### config.mk
export PLATFORM = sky130hd
export DESIGN_NAME = sus_scan_port
export DESIGN_NICKNAME = d
export VERILOG_FILES = /design/src/rtl/scan_port_pkg.sv /design/src/rtl/scan_ctrl.sv /design/src/rtl/scan_chain_store.sv /design/src/rtl/scan_rsp_reg.sv /design/src/rtl/sus_scan_port.sv
export SDC_FILE = /design/constraint.sdc
export NUM_CORES = 1
export LEC_CHECK = 0
export BUFFER_PORTS_ARGS = -buffer_cell sky130_fd_sc_hd__buf_2
export CORE_ASPECT_RATIO = 0.5
export CORE_MARGIN = 5
export CORE_UTILIZATION = 30
export DETAILED_ROUTE_END_ITERATION = 8
export GPL_TIMING_DRIVEN = 0
export HOLD_SLACK_MARGIN = 0.02
export PLACE_DENSITY_LB_ADDON = 0.08
export SYNTH_ARGS = -nofsm -noshare
export SYNTH_HDL_FRONTEND = slang
export SYNTH_SLANG_ARGS = --single-unit
export TNS_END_PERCENT = 30
### constraint.sdc
create_clock -name clk -period 3.5 [get_ports clk]
set_input_delay 0.7 -clock clk [delete_from_list [all_inputs] [get_ports clk]]
set_output_delay 0.7 -clock clk [all_outputs]
set_load 0.03 [all_outputs]
### src/rtl/scan_port_pkg.sv
package scan_port_pkg;
  typedef enum logic [1:0] {
    ACC_DATA  = 2'd0,
    ACC_INDEX = 2'd1,
    ACC_OTHER = 2'd2
  } acc_kind_e;
endpackage

### src/rtl/scan_ctrl.sv
module scan_ctrl
  import scan_port_pkg::*;
#(
  parameter int NBYTES = 34,
  parameter int PTR_W  = 6
) (
  input  logic             clk,
  input  logic             rst_n,
  input  logic             scan_en,
  input  logic             req_valid,
  input  logic             req_write,
  input  acc_kind_e        kind,
  output logic             req_ready,
  output logic             capture,
  output logic             in_win,
  output logic             data_wr,
  output logic [PTR_W-1:0] ptr,
  output logic             load_valid
);
  logic             scan_q;
  logic [PTR_W-1:0] ptr_q;
  logic             acc;
  logic             data_acc;

  // the snapshot cycle is the only one that refuses a request
  assign capture   = scan_en & ~scan_q;
  assign req_ready = ~capture;
  assign acc       = req_valid & req_ready;
  assign in_win    = scan_en & (ptr_q < PTR_W'(NBYTES));
  assign data_acc  = acc & in_win & (kind == ACC_DATA);
  assign data_wr   = data_acc & req_write;
  assign ptr       = ptr_q;

  always_ff @(posedge clk or negedge rst_n) begin
    if (!rst_n) begin
      scan_q     <= 1'b0;
      ptr_q      <= '0;
      load_valid <= 1'b0;
    end else begin
      scan_q     <= scan_en;
      load_valid <= data_wr & (ptr_q == PTR_W'(NBYTES - 1));
      if (capture)       ptr_q <= '0;
      else if (data_acc) ptr_q <= ptr_q + PTR_W'(1);
    end
  end
endmodule

### src/rtl/scan_chain_store.sv
module scan_chain_store #(
  parameter int STATE_BITS = 268,
  parameter int BYTE_W     = 8,
  parameter int NBYTES     = 34,
  parameter int PTR_W      = 6
) (
  input  logic                  clk,
  input  logic                  rst_n,
  input  logic                  capture,
  input  logic [STATE_BITS-1:0] cap_state,
  input  logic                  wr_en,
  input  logic [BYTE_W-1:0]     wdata,
  input  logic [PTR_W-1:0]      ptr,
  output logic [BYTE_W-1:0]     rd_byte,
  output logic [STATE_BITS-1:0] state_img
);
  logic [BYTE_W-1:0] lanes [NBYTES];

  for (genvar g = 0; g < NBYTES; g++) begin : g_lane
    localparam int LO = g * BYTE_W;
    localparam int VB = (STATE_BITS - LO < BYTE_W) ? (STATE_BITS - LO) : BYTE_W;
    localparam logic [BYTE_W-1:0] MASK = BYTE_W'((65'd1 << VB) - 65'd1);
    logic [BYTE_W-1:0] lane_q;

    always_ff @(posedge clk or negedge rst_n) begin
      if (!rst_n)                          lane_q <= '0;
      else if (capture)                    lane_q <= BYTE_W'(cap_state[LO +: VB]);
      else if (wr_en && ptr == PTR_W'(g))  lane_q <= wdata & MASK;
    end

    assign lanes[g]              = lane_q;
    assign state_img[LO +: VB]   = lane_q[VB-1:0];
  end

  // byte selected by the pointer; past the end it reads zero
  always_comb begin
    rd_byte = '0;
    for (int i = 0; i < NBYTES; i++)
      if (ptr == PTR_W'(i)) rd_byte = lanes[i];
  end
endmodule

### src/rtl/scan_rsp_reg.sv
module scan_rsp_reg
  import scan_port_pkg::*;
#(
  parameter int BYTE_W = 8
) (
  input  logic              clk,
  input  logic              rst_n,
  input  logic              rd_acc,
  input  acc_kind_e         kind,
  input  logic              in_win,
  input  logic [BYTE_W-1:0] rd_byte,
  input  logic [BYTE_W-1:0] synth_index,
  output logic              rsp_valid,
  output logic [BYTE_W-1:0] rsp_data
);
  logic [BYTE_W-1:0] rsp_next;

  always_comb begin
    unique case (kind)
      ACC_DATA:  rsp_next = in_win ? rd_byte : '0;
      ACC_INDEX: rsp_next = synth_index;
      default:   rsp_next = '0;
    endcase
  end

  always_ff @(posedge clk or negedge rst_n) begin
    if (!rst_n) begin
      rsp_valid <= 1'b0;
      rsp_data  <= '0;
    end else begin
      rsp_valid <= rd_acc;
      if (rd_acc) rsp_data <= rsp_next;
    end
  end
endmodule

### src/rtl/sus_scan_port.sv
module sus_scan_port
  import scan_port_pkg::*;
#(
  parameter int                STATE_BITS = 268,
  parameter int                BYTE_W     = 8,
  parameter int                ADDR_W     = 8,
  parameter logic [ADDR_W-1:0] DATA_OFS   = 8'hF1,
  parameter logic [ADDR_W-1:0] INDEX_OFS  = 8'hF2
) (
  input  logic                  clk,
  input  logic                  rst_n,
  input  logic                  scan_en,
  input  logic                  req_valid,
  output logic                  req_ready,
  input  logic                  req_write,
  input  logic [ADDR_W-1:0]     req_addr,
  input  logic [BYTE_W-1:0]     req_wdata,
  output logic                  rsp_valid,
  output logic [BYTE_W-1:0]     rsp_data,
  input  logic [BYTE_W-1:0]     synth_index,
  input  logic [STATE_BITS-1:0] cap_state,
  output logic                  load_valid,
  output logic [STATE_BITS-1:0] load_state
);
  localparam int NBYTES = (STATE_BITS + BYTE_W - 1) / BYTE_W;
  localparam int PTR_W  = $clog2(NBYTES + 1);

  acc_kind_e         kind;
  logic              capture;
  logic              in_win;
  logic              data_wr;
  logic [PTR_W-1:0]  ptr;
  logic [BYTE_W-1:0] rd_byte;
  logic              rd_acc;

  always_comb begin
    if (req_addr == DATA_OFS)       kind = ACC_DATA;
    else if (req_addr == INDEX_OFS) kind = ACC_INDEX;
    else                            kind = ACC_OTHER;
  end

  assign rd_acc = req_valid & req_ready & ~req_write;

  scan_ctrl #(.NBYTES(NBYTES), .PTR_W(PTR_W)) u_ctrl (
    .clk(clk), .rst_n(rst_n), .scan_en(scan_en), .req_valid(req_valid),
    .req_write(req_write), .kind(kind), .req_ready(req_ready),
    .capture(capture), .in_win(in_win), .data_wr(data_wr), .ptr(ptr),
    .load_valid(load_valid)
  );

  scan_chain_store #(.STATE_BITS(STATE_BITS), .BYTE_W(BYTE_W), .NBYTES(NBYTES),
                     .PTR_W(PTR_W)) u_store (
    .clk(clk), .rst_n(rst_n), .capture(capture), .cap_state(cap_state),
    .wr_en(data_wr), .wdata(req_wdata), .ptr(ptr), .rd_byte(rd_byte),
    .state_img(load_state)
  );

  scan_rsp_reg #(.BYTE_W(BYTE_W)) u_rsp (
    .clk(clk), .rst_n(rst_n), .rd_acc(rd_acc), .kind(kind), .in_win(in_win),
    .rd_byte(rd_byte), .synth_index(synth_index), .rsp_valid(rsp_valid),
    .rsp_data(rsp_data)
  );
endmodule

==> summary.txt <==
Setup path
  – Max FO, Critical Path: 10
  – Endpoint class of the critical path: flop
  – Critical Path AT: 4.10 ns
  – Critical path class: reg -> reg
  – Critical Path Start Type: flop
  – Req. time, crit path: 3.96 ns

CTS
  – Htree depth: 1
  – Clock-pin slew on the worst setup and hold paths: 0.06 ns
  – TritonCTS clock tree: done
  – Root buf cell: clkbuf_16
  – CTS max path bufs: 3
  – Num CTS Buffers: 29
  – Worst skew pair latency: 0.60 ns
  – CTS sink cnt: 285

Power
  – Leakage power total: 9.971 nW
  – Sequential fraction of design power: 43.1%
  – Max rail drop VDD: 320.6 µV
  – Switching share of power: 37.36%
  – Internal: 6.155 mW
  – Comb power frac: 23.6%
  – PwrDens: 446.6 nW/µm²
  – Switching pwr: 3.671 mW
  – Clock power share: 33.3%
  – Overall power: 9.827 mW

Global routing
  – GRT overflow: 0
  – Pin count of the biggest net entering global routing: 110
  – First-pass GRT wire length: 135.6 mm
  – Vias in the first global route: 17.92k
  – Initial antenna violation count: 10
  – Total GRT Usage: 30.32%

Placed design
  – DP Cell Count: 3166
  – I/O Buffers: 567
  – Dpl cell area: 20790 µm²
  – Gp weighted congestion: 0.9929
  – HPWL after DPL: 76.52 mm

Floorplan
  – CORE AREA: 55720 µm²
  – I/O pin count: 576
  – Starting density of the core: 30.40%
  – Die height: 178.0 µm
  – Die area: 61600 µm²
  – Site Rows: 61
  – Die width: 346.0 µm

Synthesis
  – FF+latch count, synth: 285
  – Mux cell area share after synthesis: 15.96%
  – Post-Syn Area: 16940 µm²
  – Xor/xnor cell area share of the yosys netlist: 0.2586%
  – Number of synthesized flops with an enable pin: 0
  – Number of synthesis warnings: 0
  – Area share of fa/ha/maj cells after synthesis: 0.2955%
  – Post-synthesis compound-gate area fraction: 18.43%
  – Area fraction of the dominant cell type after synthesis: 42.11%
  – Largest cells by area after synthesis: dfrtp_1 (42%), mux2i_1 (16%), o21ai_0 (8.8%)
  – Post-synthesis simple-gate area fraction: 19.44%
  – Post-synthesis sequential area ratio: 42.11%
  – Async set-or-reset flop fraction in the synthesized netlist: 100.0%
  – Syn_area_per_cell: 9.200 µm²
  – Cell variety after synth: 81
  – Leading area contributor after synthesis: dfrtp_1
  – Combinational family with the most area after synthesis: simple AND/OR/NAND/NOR gates
  – Net Count, Synth: 2142
  – Cells after Synth: 1841
  – Top FF cell, synth: dfrtp_1

Final layout
  – Multi-input logic area: 9409 µm²
  – Final Cell Area: 22000 µm²
  – Register Area: 7134 µm²
  – Area growth from synthesis to layout: 29.91%
  – Post-route insts no fill: 3226
  – Fillers: 5935
  – Layout Nets: 2746
  – Share of cells above drive strength 1: 30.28%

Flow run
  – MaxCap Viol Count: 0

Detailed routing
  – Drt initial violations: 1988
  – Antenna Nets Post-Route: 0
  – WL/cell: 30.33 µm
  – DRT Pass-1 Iters: 6
  – Vias per cell: 5.598
  – DRT Wirelength: 97.85 mm
  – Via count: 18.06k
  – Residual DRC count: 0

STA
  – Final setup vio count: 2
  – Hold Vio Cnt, Final: 0
  – Worst Tran Pin Value: 1.353 ns
  – Relative slew slack: 9.767%
  – Final Cycle Share: 104.1%
  – Setup TNS: -0.2480 ns
  – Fin worst setup slack: -0.1434 ns
  – Slew Viols, Final: 0
  – RSZ-0062 raised after global routing: yes
  – Hold_ws: 0.09860 ns
  – Min cycle time layout: 3.643 ns
  – Setup Skew: 0.02048 ns
  – Peak Freq: 274.5 MHz

Outcome
  – Status: complete, but fails checks
  – Failing checks: setup timing

Worst hold path
  – Type of the tightest min-delay check: in -> async
[cells in the mapped netlist, types with 5 or more instances]
| cell | n |
|---|---|
| and3_1 | 17 |
| nor2b_1 | 8 |
| o22ai_1 | 22 |
| nor2_1 | 79 |
| clkbuf_1 | 101 |
| a221oi_1 | 25 |
| a31oi_1 | 7 |
| dfrtp_1 | 285 |
| o211ai_1 | 7 |
| o21ai_0 | 298 |
| or3b_2 | 5 |
| o21ai_1 | 19 |
| or3_1 | 13 |
| a2111oi_0 | 6 |
| a21oi_1 | 33 |
| nor2_8 | 29 |
| nand3b_1 | 9 |
| a22oi_1 | 14 |
| inv_1 | 7 |
| o2111ai_1 | 12 |
| nor4_1 | 9 |
| o221ai_1 | 5 |
| nand3_1 | 27 |
| nand2_1 | 340 |
| a221o_1 | 6 |
| a211oi_1 | 11 |
| mux2i_1 | 270 |
| nand4_1 | 8 |
| nor3_1 | 27 |
| buf_1 | 12 |
| buf_2 | 12 |
| nor2_2 | 5 |
| nand2b_1 | 7 |
| o21a_1 | 7 |
[per-stage QoR]
step / worst slack [ns] / util (%)
final: -0.1434 / 39.49
after floorplan: 0.8452 / -
after global routing: -0.1048 / 39.48
after detailed placement: -0.5811 / 37.31
after global placement: -4.317 / 37.19
after CTS: -0.006106 / 39.23
[critical path, stage by stage, from the launching register on]
cell and delay (ns):
dfrtp_1 0.55, buf_2 0.28, nand2b_1 0.50, nor2_2 0.26, a2111oi_1 0.63, nand4_1 0.42, a211oi_4 0.53, o21a_1 0.25
o41ai_2 0.09
[logic make-up after synthesis]
| group | after synthesis |
|---|---|
| flops | 285 |
| mux | 270 |
| fa+ha+maj | 4 |
| buf+inv | 142 |
| xor+xnor | 5 |
| simple gates | 619 |
| compound gates | 516 |
[power by group through the flow]
stage               combinational, mW  clock [mW]  sequential, mW
floorplan                       0.516           0            4.80
global route                     2.47        3.44            4.26
detailed placement               2.32           0            4.27
finish                           2.32        3.27            4.24
CTS                              2.33        3.31            4.22
global placement                 2.30           0            4.28
[layer usage]
layer	part of all wire, %	wire, µm	GRT usage (%)
met5	0.029	28	0
met4	2.2	2157	5.467
met3	7.8	7664	6.270
met2	46	45080	49.50
met1	44	42920	42.28
[cell type report]
cell class	count	area share, %
antenna	6	0.06824
buffer	131	2.610
clock buffer	44	3.872
clock inverter	6	0.3810
inverter	7	0.1194
multi-input combinational	1414	42.76
sequential	285	32.42
tap	756	4.299
timing repair buffer	577	13.47
[state kept, by name (all words and copies together) (netlist names)]
name                   cells
u_ctrl.scan_q              1
u_ctrl.ptr                 6
u_store.g_lane.lane_q    268
u_rsp.rsp_data             8
u_ctrl.load_valid          1
u_rsp.rsp_valid            1
[cell usage in the layout (no fill, tap or decap), drive strengths merged, types with 4 or more instances in the layout]
cell type  instances
a2111oi            7
a211o              4
a211oi            11
a21oi             33
a221o              6
a221oi            25
a22oi             14
a31oi              7
and2               6
and3              17
buf              610
clkbuf           142
dfrtp            285
diode              6
ha                 4
inv                8
mux2i            270
nand2            340
nand2b             7
nand3             28
nand3b             9
nand4              8
nor2             116
nor2b              8
nor3              29
nor3b              6
nor4               9
o2111ai           12
o211a              4
o211ai             7
o21a               7
o21ai            317
o221ai             5
o22ai             22
or3               13
or3b               6
xor2               4
[worst paths after layout]
path                                               start                                       end  slack, ns  cells past startpoint
setup / recovery               u_ctrl.ptr[2]$_DFFE_PN0P_             u_rsp.rsp_data[1]$_DFFE_PN0P_      -0.14                      8
hold / removal                                     rst_n  u_store.g_lane[22].lane_q[3]$_DFFE_PN0P_        0.1                      1
setup reg to reg               u_ctrl.ptr[2]$_DFFE_PN0P_             u_rsp.rsp_data[1]$_DFFE_PN0P_      -0.14                      8
hold reg to reg            u_rsp.rsp_data[6]$_DFFE_PN0P_             u_rsp.rsp_data[6]$_DFFE_PN0P_       0.51                      2
max in group asynchronous                          rst_n   u_store.g_lane[0].lane_q[6]$_DFFE_PN0P_       1.85                      3
min in group clk                                 scan_en                   u_ctrl.scan_q$_DFF_PN0_       0.26                      1
[repair_timing]
action | in CTS | in global routing
gates resized for setup | 39 | 31
setup endpoints to repair | 8 | 8
setup buffers | 5 | 3
endpoints found under the hold margin | 0 | 0
pin swaps | 4 | 3
hold buffers | 0 | 0
Note: power is estimated with default switching activity, not from simulation.
